`config.mk`:
```
export PLATFORM = sky130hd
export DESIGN_NAME = can_txmb_bank
export DESIGN_NICKNAME = d
export VERILOG_FILES = /design/src/rtl/can_txmb_pkg.sv /design/src/rtl/can_txmb_slot.sv /design/src/rtl/can_txmb_arb.sv /design/src/rtl/can_txmb_bank.sv
export SDC_FILE = /design/constraint.sdc
export NUM_CORES = 1
export LEC_CHECK = 0
export BUFFER_PORTS_ARGS = -buffer_cell sky130_fd_sc_hd__buf_2
export CAP_MARGIN = 20
export CORE_MARGIN = 5
export CORE_UTILIZATION = 40
export CTS_CLUSTER_SIZE = 10
export DETAILED_ROUTE_END_ITERATION = 8
export GPL_ROUTABILITY_DRIVEN = 0
export PLACE_DENSITY = 0.71
export SYNTH_ARGS = -nofsm -noshare
export SYNTH_HDL_FRONTEND = slang
export SYNTH_SLANG_ARGS = --single-unit
```
`constraint.sdc`:
```
create_clock -name clk -period 4.1 [get_ports clk]
set_input_delay 0.41 -clock clk [delete_from_list [all_inputs] [get_ports clk]]
set_output_delay 0.41 -clock clk [all_outputs]
set_load 0.02 [all_outputs]
```
`src/rtl/can_txmb_pkg.sv`:
```
package can_txmb_pkg;
  localparam int ID_W   = 29;
  localparam int DLC_W  = 4;
  localparam int DATA_W = 64;

  // header bits above the request bit: {id, ext, remote}
  typedef struct packed {
    logic [ID_W-1:0] id;
    logic            ext;
    logic            remote;
  } txmb_hdr_t;

  typedef enum logic [1:0] {
    W_HDR = 2'd0,
    W_DLO = 2'd1,
    W_DHI = 2'd2,
    W_DLC = 2'd3
  } txmb_word_e;
endpackage

```
`src/rtl/can_txmb_slot.sv`:
```
module can_txmb_slot
  import can_txmb_pkg::*;
(
  input  logic              clk,
  input  logic              rst,
  input  logic              wr_en,
  input  txmb_word_e        wr_word,
  input  logic [31:0]       wdata,
  input  logic              take,
  input  logic              done,
  output logic              empty,
  output logic              pending,
  output logic              req,
  output txmb_hdr_t         hdr,
  output logic [DATA_W-1:0] data,
  output logic [DLC_W-1:0]  dlc
);
  logic      req_q, sent_q;
  txmb_hdr_t hdr_q;
  logic [31:0] dlo_q, dhi_q;
  logic [DLC_W-1:0] dlc_q;

  logic wr_ok;
  assign wr_ok = wr_en && !req_q;

  always_ff @(posedge clk) begin
    if (rst) begin
      req_q  <= 1'b0;
      sent_q <= 1'b0;
    end else if (done && req_q && sent_q) begin
      req_q  <= 1'b0;
      sent_q <= 1'b0;
    end else begin
      if (take) sent_q <= 1'b1;
      if (wr_ok && wr_word == W_HDR) req_q <= wdata[0];
    end
  end

  // contents carry no reset: undefined until written
  always_ff @(posedge clk) begin
    if (wr_ok) begin
      case (wr_word)
        W_HDR: hdr_q <= txmb_hdr_t'(wdata[31:1]);
        W_DLO: dlo_q <= wdata;
        W_DHI: dhi_q <= wdata;
        W_DLC: dlc_q <= wdata[DLC_W-1:0];
        default: ;
      endcase
    end
  end

  assign empty   = !req_q;
  assign pending = req_q && !sent_q;
  assign req     = req_q;
  assign hdr     = hdr_q;
  assign data    = {dhi_q, dlo_q};
  assign dlc     = dlc_q;


  locked_stable_chk: assert property (@(posedge clk) disable iff (rst)
    req_q |=> ($stable(dlo_q) && $stable(dhi_q) && $stable(dlc_q) && $stable(hdr_q)));

  done_clears_chk: assert property (@(posedge clk) disable iff (rst)
    (done && req_q && sent_q) |=> !req_q);

  done_ignored_chk: assert property (@(posedge clk) disable iff (rst)
    (done && req_q && !sent_q) |=> req_q);
endmodule

```
`src/rtl/can_txmb_arb.sv`:
```
module can_txmb_arb #(
  parameter int NUM_MB = 3,
  localparam int IDX_W = (NUM_MB > 1) ? $clog2(NUM_MB) : 1
) (
  input  logic              clk,
  input  logic              rst,
  input  logic [NUM_MB-1:0] pending,
  input  logic              tx_ready,
  output logic              tx_valid,
  output logic [IDX_W-1:0]  tx_idx,
  output logic [NUM_MB-1:0] take
);
  logic [IDX_W-1:0] pick;

  always_comb begin
    pick = '0;
    for (int i = NUM_MB - 1; i >= 0; i--) begin
      if (pending[i]) pick = IDX_W'(i);
    end
  end

  always_ff @(posedge clk) begin
    if (rst) begin
      tx_valid <= 1'b0;
      tx_idx   <= '0;
    end else if (tx_valid) begin
      if (tx_ready) tx_valid <= 1'b0;
    end else if (|pending) begin
      tx_valid <= 1'b1;
      tx_idx   <= pick;
    end
  end

  always_comb begin
    take = '0;
    for (int i = 0; i < NUM_MB; i++) begin
      take[i] = tx_valid && tx_ready && (tx_idx == IDX_W'(i));
    end
  end


  offer_hold_chk: assert property (@(posedge clk) disable iff (rst)
    (tx_valid && !tx_ready) |=> (tx_valid && $stable(tx_idx)));

  handshake_gap_chk: assert property (@(posedge clk) disable iff (rst)
    (tx_valid && tx_ready) |=> !tx_valid);

  take_onehot_chk: assert property (@(posedge clk) disable iff (rst)
    $onehot0(take));
endmodule

```
`src/rtl/can_txmb_bank.sv`:
```
module can_txmb_bank
  import can_txmb_pkg::*;
#(
  parameter int NUM_MB = 3,
  localparam int IDX_W  = (NUM_MB > 1) ? $clog2(NUM_MB) : 1,
  localparam int SEL_W  = $clog2(NUM_MB + 1),
  localparam int ADDR_W = SEL_W + 4
) (
  input  logic              clk,
  input  logic              rst,
  input  logic              reg_wr,
  input  logic              reg_rd,
  input  logic [ADDR_W-1:0] reg_addr,
  input  logic [31:0]       reg_wdata,
  output logic [31:0]       reg_rdata,
  output logic              tx_valid,
  input  logic              tx_ready,
  output logic [IDX_W-1:0]  tx_idx,
  output logic [ID_W-1:0]   tx_id,
  output logic              tx_ext,
  output logic              tx_remote,
  output logic [DLC_W-1:0]  tx_dlc,
  output logic [DATA_W-1:0] tx_data,
  input  logic              done_valid,
  input  logic [IDX_W-1:0]  done_idx
);
  logic [SEL_W-1:0] sel;
  txmb_word_e       word;
  assign sel  = reg_addr[ADDR_W-1:4];
  assign word = txmb_word_e'(reg_addr[3:2]);

  logic [NUM_MB-1:0] empty, pending, req, take;
  txmb_hdr_t         hdr_a  [NUM_MB];
  logic [DATA_W-1:0] data_a [NUM_MB];
  logic [DLC_W-1:0]  dlc_a  [NUM_MB];

  for (genvar k = 0; k < NUM_MB; k++) begin : g_mb
    can_txmb_slot u_slot (
      .clk     (clk),
      .rst     (rst),
      .wr_en   (reg_wr && sel == SEL_W'(k)),
      .wr_word (word),
      .wdata   (reg_wdata),
      .take    (take[k]),
      .done    (done_valid && done_idx == IDX_W'(k)),
      .empty   (empty[k]),
      .pending (pending[k]),
      .req     (req[k]),
      .hdr     (hdr_a[k]),
      .data    (data_a[k]),
      .dlc     (dlc_a[k])
    );
  end

  can_txmb_arb #(.NUM_MB(NUM_MB)) u_arb (
    .clk      (clk),
    .rst      (rst),
    .pending  (pending),
    .tx_ready (tx_ready),
    .tx_valid (tx_valid),
    .tx_idx   (tx_idx),
    .take     (take)
  );

  assign tx_id     = hdr_a[tx_idx].id;
  assign tx_ext    = hdr_a[tx_idx].ext;
  assign tx_remote = hdr_a[tx_idx].remote;
  assign tx_dlc    = dlc_a[tx_idx];
  assign tx_data   = data_a[tx_idx];

  always_ff @(posedge clk) begin
    if (rst) begin
      reg_rdata <= '0;
    end else if (reg_rd) begin
      reg_rdata <= '0;
      if (sel == SEL_W'(NUM_MB)) begin
        reg_rdata[NUM_MB-1:0] <= empty;
      end else begin
        for (int k = 0; k < NUM_MB; k++) begin
          if (sel == SEL_W'(k)) begin
            case (word)
              W_HDR: reg_rdata <= {hdr_a[k], req[k]};
              W_DLO: reg_rdata <= data_a[k][31:0];
              W_DHI: reg_rdata <= data_a[k][63:32];
              W_DLC: reg_rdata <= {{(32-DLC_W){1'b0}}, dlc_a[k]};
              default: ;
            endcase
          end
        end
      end
    end
  end


  offer_locked_chk: assert property (@(posedge clk) disable iff (rst)
    tx_valid |-> !empty[tx_idx]);

  offer_fields_chk: assert property (@(posedge clk) disable iff (rst)
    (tx_valid && !tx_ready) |=> ($stable(tx_id) && $stable(tx_data) && $stable(tx_remote)));
endmodule

```
==> run_results.csv, run 1 <==
group,metric,value,unit
run_status,run_status,"finished clean",
clock_tree,cts-root-buf,"clkbuf_16",
critical_path,cp.arrival,3.01,ns
sta,tightest_slew,1.11,ns
cells_and_area,layout_commonest_cell,"edfxtp_1",
yosys,syn_area,15000,sq um
sta,finalHoldViolCount,0,
detailed_routing,drc_errors,0,
placed_design,dpl.cell_count,1736,
yosys,ys_seq_elements,338,
power_and_ir_drop,power.leakage,0.00592,uW
clock_tree,holdBufCountCts,0,
clock_tree,post_cts_buffers,0,
global_route,gr-usage-all-layers,0.201,
yosys,ys_warn_count,0,
critical_path,crit_type,"reg2out",
critical_path,crit_path_max_fanout,58,
yosys,synth_cell_types,49,
yosys,synthArstFlopShare,0,
clock_tree,cts_buffer_depth,3,
yosys,syn-num-nets,1145,
cells_and_area,layout_common_cells,"edfxtp_1, buf_2, mux2i_1, nand2_1, o21ai_0",
cells_and_area,fillers,3260,
power_and_ir_drop,cellPowerDensity,433,nW/um^2
global_route,grt_pass1_vias,10500,
placed_design,place_ws,1.22,ns
cells_and_area,fin_area,17800,sq um
sta,slew_violations,0,
clock_tree,cts_resized,0,
sta,fmaxAchievable,292,MHz
critical_path,cp.required,3.69,ns
floorplanning,dieWidth,204,microns
detailed_routing,num_vias,10300,
detailed_routing,drt-total-wl,43.1,mm
cells_and_area,synthToLayoutAreaGrowth,18.4,%
detailed_routing,dr.pass1.iters,5,
critical_path,critical_path.endpoint_type,"output pin",
placed_design,io_buffers,177,
clock_tree,cts.sinks,338,
power_and_ir_drop,irDropWorstVdd,305,uV
critical_path,cp-start-kind,"register",
detailed_routing,drtIter0Drc,769,
floorplanning,placementRows,71,
global_route,antenna_found_initial,4,
global_route,grt_max_degree,103,
detailed_routing,ant_nets,0,
yosys,synth_cells,1099,
yosys,synth.avg_cell_area,13.7,sq um
power_and_ir_drop,finalPower,7720,uW
placed_design,dpl.hpwl,27.0,mm
clock_tree,cts-htree-levels,2,
cells_and_area,fin_nets,1315,
floorplanning,dieArea,41600,sq um
clock_tree,cts_tree,"done",
placed_design,postPlaceCellArea,16600,sq um
sta,rsz0062_at_grt,"false",
sta,fin_crit_sh,0.834,
cells_and_area,instances_no_fill,1815,
clock_tree,clk_pin_slew,0.06,ns
cells_and_area,drive_above_1_share,0.266,
yosys,synth_flop_cell,"edfxtp_1",
detailed_routing,routed_via_density,5.69,
clock_tree,clk_latency,0.54,ns
floorplanning,coreArea,37400,sq um
sta,fin_ws,0.679,ns
global_route,grt_pass1_wl,64.0,mm
floorplanning,io_pins,180,
yosys,yosysSeqAreaShare,0.648,
sta,setup_viol,0,
sta,skew,0.0195,ns
global_route,grt_overflow,0,
yosys,synth-edff-count,297,
sta,finalCriticalPeriod,3.42,ns
floorplanning,fp.dieH,204,microns
flow_run,cap_violations,0,
clock_tree,numCtsBuffers,41,
sta,max_slew_margin,0.257,
sta,fin_tns_setup,0,ns
floorplanning,start_util,0.402,
detailed_routing,detail_route.wl_per_cell,23.7,microns
hold_path,hp-class,"in2reg",
synth_stat cells (3+ instances only):
cell type	count	area share
edfxtp_1	297	0.59
mux2i_1	141	0.094
nand2_1	129	0.032
o21ai_0	124	0.041
clkbuf_1	43	0.011
dfxtp_1	41	0.055
mux2_2	40	0.030
a221oi_1	35	0.020
nor2_1	33	0.0082
buf_2	32	0.011
nor3_1	30	0.010
a221o_1	24	0.016
a221oi_2	10	0.010
mux2_4	10	0.010
o2bb2ai_1	8	0.0047
a21oi_1	7	0.0023
nor2b_1	7	0.0029
a31oi_1	6	0.0025
inv_1	6	0.0015
mux4_2	6	0.0090
nand3_1	6	0.0020
a211oi_1	5	0.0025
a311oi_1	5	0.0029
buf_4	5	0.0025
a22oi_1	4	0.0020
and2_1	3	0.0012
buf_8	3	0.0030
nand2b_1	3	0.0012
o211ai_1	3	0.0015
o21a_1	3	0.0015
o221ai_1	3	0.0017
o32ai_1	3	0.0017
metal layers:
metal  wire length (microns)  vias to the layer above  GRT usage  part of all wire
met5                      54                        -          0            0.0013
met4                     957                        4     0.0590             0.022
met3                    3640                       76     0.0462             0.084
met2                   20800                      483      0.329              0.48
met1                   17700                     5143      0.270              0.41
li1                        -                     4621          -                 -
kinds of logic after synthesis:
group	Yosys count	share of synthesized area
AND/OR/NAND/NOR	216	0.0600
buffers and inverters	95	0.0309
AO/OA/AOI/OAI	253	0.118
multiplexers	197	0.143
flip-flops	338	0.648
critical path: stages, from the launching register on:
cell     delay, ns
dfxtp_4       0.64
nor2_4        0.98
buf_12        0.29
nand2_1       0.09
o21ai_0       0.19
buf_2         0.25
through the flow:
| stage | hold slack, ns | util |
|---|---|---|
| 2_1_floorplan | 0.455 | - |
| 3_3_place_gp | 0.463 | 0.443 |
| 3_5_place_dp | 0.471 | 0.443 |
| 4_1_cts | 0.116 | 0.475 |
| 5_1_grt | 0.137 | 0.476 |
| 6_report | 0.139 | 0.476 |
path summary, 6_finish.rpt:
path / from / endpoint / slack [ns] / cells after the start
max reg2reg: g_mb[2].u_slot.req$_SDFFE_PP0P_ / g_mb[2].u_slot.dhi_q[20]$_DFFE_PP_ / 1.83 / 4
max: u_arb.tx_idx[0]$_SDFFE_PP0P_ / tx_id[28] / 0.68 / 5
min: reg_wdata[27] / g_mb[1].u_slot.dhi_q[27]$_DFFE_PP_ / 0.14 / 1
min reg2reg: reg_rdata[31]$_SDFFE_PP0P_ / reg_rdata[31]$_SDFFE_PP0P_ / 0.49 / 1
flip-flops by register name (all words and copies together) (netlist names):
register,count
g_mb.u_slot.dhi_q,96
g_mb.u_slot.dlo_q,96
g_mb.u_slot.hdr,93
reg_rdata,32
g_mb.u_slot.dlc,12
g_mb.u_slot.req,3
g_mb.u_slot.sent_q,3
u_arb.tx_idx,2
u_arb.tx_valid,1
final cells by class:
cell class	instances	area [sq um]	share of cell area
clock inverter	6	83.8	0.00471
sequential	338	9750	0.547
tap	511	639	0.0359
timing repair buffer	214	1240	0.0699
inverter	8	30.0	0.00169
multi-input combinational	666	4910	0.276
antenna	3	7.51	0.000422
clock buffer	69	1140	0.0641
power breakdown:
part	total, uW	switching [uW]	internal (uW)
Combinational	569	377	192
Sequential	3850	40.1	3810
Clock	3300	1340	1960
No activity file was read; power rests on OpenSTA's default activity.
==> inputs of run 2 (changes only) <==
- PLACE_DENSITY: 0.71 -> 0.68
- clock period: 4.1 -> 3.2 ns (I/O delays scaled with it)
==> run_results.csv, run 2 (synthesis gave the netlist of run 1 again) <==
group,metric,value,unit
sta,tightest_slew,1.11,ns
detailed_routing,drt-total-wl,44.2,mm
cells_and_area,synthToLayoutAreaGrowth,19.0,%
placed_design,postPlaceCellArea,16700,sq um
detailed_routing,num_vias,10300,
power_and_ir_drop,power.leakage,0.00598,uW
run_status,run_status,"finished clean",
global_route,antenna_found_initial,4,
hold_path,min_path_cells,1,
clock_tree,cts-root-buf,"clkbuf_16",
floorplanning,fp.dieH,204,microns
cells_and_area,fillers,3235,
sta,fin_tns_setup,0,ns
clock_tree,numCtsBuffers,40,
hold_path,worstHoldStart,"reg_wdata[12]",
detailed_routing,drc_errors,0,
clock_tree,clk_pin_slew,0.06,ns
sta,slew_violations,0,
sta,max_slew_margin,0.258,
flow_run,cap_violations,0,
clock_tree,cts_buffer_depth,3,
cells_and_area,layout_commonest_cell,"edfxtp_1",
critical_path,ff2ff_setup_slack,1.09,ns
critical_path,cp.arrival,2.64,ns
critical_path,cp.required,2.88,ns
clock_tree,cts-htree-levels,2,
floorplanning,dieWidth,204,microns
detailed_routing,detail_route.wl_per_cell,24.3,microns
hold_path,whs_endpoint,"g_mb[0].u_slot.dlo_q[12]$_DFFE_PP_",
global_route,grt_pass1_wl,65.6,mm
cells_and_area,layout_common_cells,"edfxtp_1, buf_2, mux2i_1, nand2_1, o21ai_0",
cells_and_area,drive_above_1_share,0.274,
sta,fin_crit_sh,0.924,
floorplanning,io_pins,180,
critical_path,startpoint,"u_arb.tx_idx[0]$_SDFFE_PP0P_",
global_route,gr-usage-all-layers,0.209,
floorplanning,dieArea,41600,sq um
floorplanning,placementRows,71,
detailed_routing,routed_via_density,5.68,
critical_path,ff2ff_path_depth,4,
cells_and_area,multi_input_area,4930,sq um
critical_path,regToRegEndpoint,"g_mb[1].u_slot.dlo_q[15]$_DFFE_PP_",
critical_path,cp-start-kind,"register",
cells_and_area,fin_area,17900,sq um
global_route,grt_max_degree,103,
critical_path,crit_path_max_fanout,49,
placed_design,io_buffers,177,
sta,setup_viol,0,
global_route,grt_overflow,0,
clock_tree,cts_tree,"done",
power_and_ir_drop,irDropWorstVdd,548,uV
sta,skew,0.0176,ns
sta,fmaxAchievable,338,MHz
floorplanning,start_util,0.402,
detailed_routing,drtIter0Drc,943,
cells_and_area,seqCellArea,9750,sq um
clock_tree,cts.sinks,338,
sta,rsz0062_at_grt,"false",
placed_design,dpl.hpwl,27.4,mm
clock_tree,holdBufCountCts,0,
cells_and_area,fin_nets,1329,
clock_tree,cts_resized,0,
hold_path,hp-class,"in2reg",
power_and_ir_drop,cellPowerDensity,546,nW/um^2
global_route,grt_pass1_vias,10700,
detailed_routing,ant_nets,0,
floorplanning,coreArea,37400,sq um
clock_tree,clk_latency,0.53,ns
critical_path,r2r_start,"g_mb[1].u_slot.req$_SDFFE_PP0P_",
sta,finalHoldViolCount,0,
clock_tree,post_cts_buffers,0,
sta,finalCriticalPeriod,2.96,ns
detailed_routing,dr.pass1.iters,5,
critical_path,crit_type,"reg2out",
critical_path,critical_path.endpoint_type,"output pin",
[run 2: cell count changes in the layout (fill, tap and decap cells not counted), moves of 2 or more]
cell / previous run / this run
buf_4: 31 / 45
clkbuf_1: 27 / 23
clkbuf_8: 1 / 3
diode_2: 3 / 1
nor3_2: 4 / 1
nor3_4: 0 / 3
[run 2: worst max-delay path, cell delays in order (launching register included)]
cell	delay [ns]
dfxtp_4	0.95
buf_4	0.39
mux2i_1	0.11
o21ai_0	0.34
buf_2	0.25
[run 2: power by group]
group          switching [uW]  internal, uW
sequential               51.6          4880
clock                    1690          2400
combinational             492           258
[run 2: metal layers]
layer | vias up | share of wire | global-route usage
met4 | 8 | 0.027 | 0.0588
li1 | 4644 | - | -
met2 | 495 | 0.47 | 0.341
met1 | 5110 | 0.42 | 0.286
met5 | - | 0.0010 | 0
met3 | 92 | 0.081 | 0.0422
[run 2: final cells by class]
| cell class | count | area share |
|---|---|---|
| Antenna cell | 1 | 0.000140 |
| Clock buffer | 66 | 0.0631 |
| Clock inverter | 4 | 0.00189 |
| Inverter | 8 | 0.00168 |
| Multi-Input combinational cell | 666 | 0.276 |
| Sequential cell | 338 | 0.545 |
| Tap cell | 511 | 0.0358 |
| Timing Repair Buffer | 229 | 0.0766 |
[run 2: worst max-delay path by stage]
| stage | end | slack [ns] | cells past startpoint |
|---|---|---|---|
| after floorplan | g_mb[0].u_slot.dhi_q[0]$_DFFE_PP_ | 0.21 | 6 |
| after global placement | tx_id[18] | 0.88 | 4 |
| after detailed placement | g_mb[2].u_slot.dhi_q[24]$_DFFE_PP_ | 0.85 | 4 |
| after CTS | tx_id[18] | 0.30 | 4 |
| after global routing | tx_id[18] | 0.15 | 4 |
| final | tx_id[18] | 0.24 | 4 |
[run 2: per-stage QoR]
stage          std cells  hold WS [ns]  setup WS (ns)  power (uW)  utilization
3_5_place_dp        1752         0.470          0.852        5770        0.447
3_3_place_gp        1752         0.466          0.876        5750        0.447
2_1_floorplan       1099         0.419          0.208        5450            -
6_report            1823        0.0602          0.244        9770        0.478
4_1_cts             1822        0.0282          0.301        9860        0.478
5_1_grt             1822        0.0524          0.146       10100        0.478
==> inputs of run 3 (changes only) <==
- PLACE_DENSITY: 0.68 -> unset
==> run_results.csv, run 3 (synthesis gave the netlist of run 1 again) <==
group,metric,value,unit
cells_and_area,layout_commonest_cell,"edfxtp_1",
global_route,grt_max_degree,101,
floorplanning,start_util,0.402,
detailed_routing,wl_met2,21.1,mm
detailed_routing,num_vias,10300,
critical_path,slowest_stage,"dfxtp_4",
critical_path,critPathMaxStageDelay,0.77,ns
global_route,gr-usage-all-layers,0.209,
critical_path,r2r_start,"g_mb[2].u_slot.req$_SDFFE_PP0P_",
power_and_ir_drop,finalPower,9760,uW
floorplanning,placementRows,71,
sta,fin_crit_sh,0.895,
sta,finalHoldViolCount,0,
power_and_ir_drop,power.leakage,0.00596,uW
detailed_routing,wl_met1,19.1,mm
detailed_routing,detail_route.wl_per_cell,24.3,microns
hold_path,min_path_cells,1,
floorplanning,dieArea,41600,sq um
global_route,grt_pass1_vias,10300,
sta,tightest_slew,0.894,ns
global_route,grt_overflow,0,
sta,fin_ws,0.338,ns
clock_tree,clk_latency,0.55,ns
placed_design,io_buffers,177,
cells_and_area,layout_common_cells,"edfxtp_1, buf_2, mux2i_1, nand2_1, o21ai_0",
critical_path,cp.arrival,2.54,ns
placed_design,dpl.cell_count,1746,
critical_path,regToRegEndpoint,"g_mb[2].u_slot.dhi_q[13]$_DFFE_PP_",
clock_tree,post_cts_buffers,0,
sta,fmaxAchievable,349,MHz
hold_path,hp-class,"in2reg",
detailed_routing,routed-wl-met3,3.04,mm
critical_path,cp-start-kind,"register",
clock_tree,cts-htree-levels,2,
detailed_routing,drtIter0Drc,707,
run_status,run_status,"finished clean",
power_and_ir_drop,cellPowerDensity,546,nW/um^2
floorplanning,coreArea,37400,sq um
cells_and_area,fillers,3268,
detailed_routing,routed.top_layer,"met5",
critical_path,crit_cells,4,
cells_and_area,fin_nets,1324,
sta,slew_violations,0,
critical_path,path_buf_inv,2,
hold_path,whs_endpoint,"g_mb[2].u_slot.dlo_q[5]$_DFFE_PP_",
clock_tree,cts.sinks,338,
cells_and_area,drive_above_1_share,0.271,
detailed_routing,routed_via_density,5.65,
clock_tree,numCtsBuffers,40,
critical_path,cp.required,2.88,ns
power_and_ir_drop,irDropWorstVdd,433,uV
floorplanning,dieWidth,204,microns
critical_path,cp_cell_sequence,"buf_4 -> mux2i_1 -> o21ai_0 -> buf_2",
global_route,grt_pass1_wl,65.3,mm
critical_path,crit_type,"reg2out",
critical_path,ff2ff_path_depth,5,
cells_and_area,synthToLayoutAreaGrowth,18.8,%
critical_path,critical_path.endpoint_type,"output pin",
flow_run,cap_violations,0,
critical_path,path_delay_family,"flip-flops",
floorplanning,fp.dieH,204,microns
detailed_routing,drt-total-wl,44.1,mm
clock_tree,cts_buffer_depth,3,
detailed_routing,drc_errors,0,
cells_and_area,postLayoutCoreUtil,0.478,
critical_path,ff2ff_setup_slack,0.85,ns
sta,fin_tns_setup,0,ns
placed_design,place_ws,0.518,ns
sta,rsz0062_at_grt,"false",
critical_path,crit_path_max_fanout,34,
cells_and_area,instances_no_fill,1817,
sta,skew,0.0143,ns
critical_path,startpoint,"u_arb.tx_idx[0]$_SDFFE_PP0P_",
detailed_routing,ant_nets,0,
placed_design,dpl.hpwl,28.0,mm
sta,setup_viol,0,
global_route,antenna_found_initial,4,
clock_tree,clk_pin_slew,0.06,ns
floorplanning,io_pins,180,
clock_tree,holdBufCountCts,0,
sta,max_slew_margin,0.403,
clock_tree,cts_resized,0,
clock_tree,cts-root-buf,"clkbuf_16",
hold_path,worstHoldStart,"reg_wdata[5]",
sta,finalCriticalPeriod,2.86,ns
clock_tree,cts_tree,"done",
detailed_routing,dr.pass1.iters,5,
-- run 3: cell types whose count changed in the layout (fill, tap and decap cells not counted), sizes merged --
cell	change
buf	-5
clkinv	-1
diode	+1
clkbuf	-1
-- run 3: worst max-delay path by stage --
stage | endpoint | slack, ns
after floorplan | g_mb[0].u_slot.dhi_q[0]$_DFFE_PP_ | 0.21
after global placement | g_mb[2].u_slot.hdr[23]$_DFFE_PP_ | 0.53
after detailed placement | g_mb[2].u_slot.hdr[23]$_DFFE_PP_ | 0.52
after CTS | tx_data[9] | 0.29
after global routing | tx_data[5] | 0.21
final | tx_data[9] | 0.34
-- run 3: power breakdown --
group / total [uW] / switching, uW / leakage [uW] / internal (uW)
registers: 4930 / 51.6 / 0.00302 / 4880
clock network: 4090 / 1680 / 0.000559 / 2410
logic: 739 / 486 / 0.00238 / 253
-- run 3: cell type report --
| class | instances | area (sq um) | area share |
|---|---|---|---|
| Clock inverter | 3 | 22.5 | 0.00126 |
| Antenna cell | 2 | 5.00 | 0.000280 |
| Multi-Input combinational cell | 666 | 4930 | 0.276 |
| Tap cell | 511 | 639 | 0.0358 |
| Sequential cell | 338 | 9750 | 0.546 |
| Timing Repair Buffer | 224 | 1350 | 0.0757 |
| Clock buffer | 65 | 1140 | 0.0636 |
| Inverter | 8 | 30.0 | 0.00168 |
-- run 3: layer usage --
| metal | vias up | GRT usage |
|---|---|---|
| li1 | 4652 | - |
| met1 | 5164 | 0.294 |
| met2 | 381 | 0.340 |
| met3 | 57 | 0.0357 |
| met4 | 4 | 0.0513 |
| met5 | - | 0 |
-- run 3: per-stage QoR --
stage | area (sq um) | hold slack, ns
after detailed placement | 16700 | 0.476
after CTS | 17800 | 0.0225
after global routing | 17900 | 0.0394
after floorplan | 15000 | 0.419
after global placement | 16700 | 0.471
final | 17900 | 0.0491
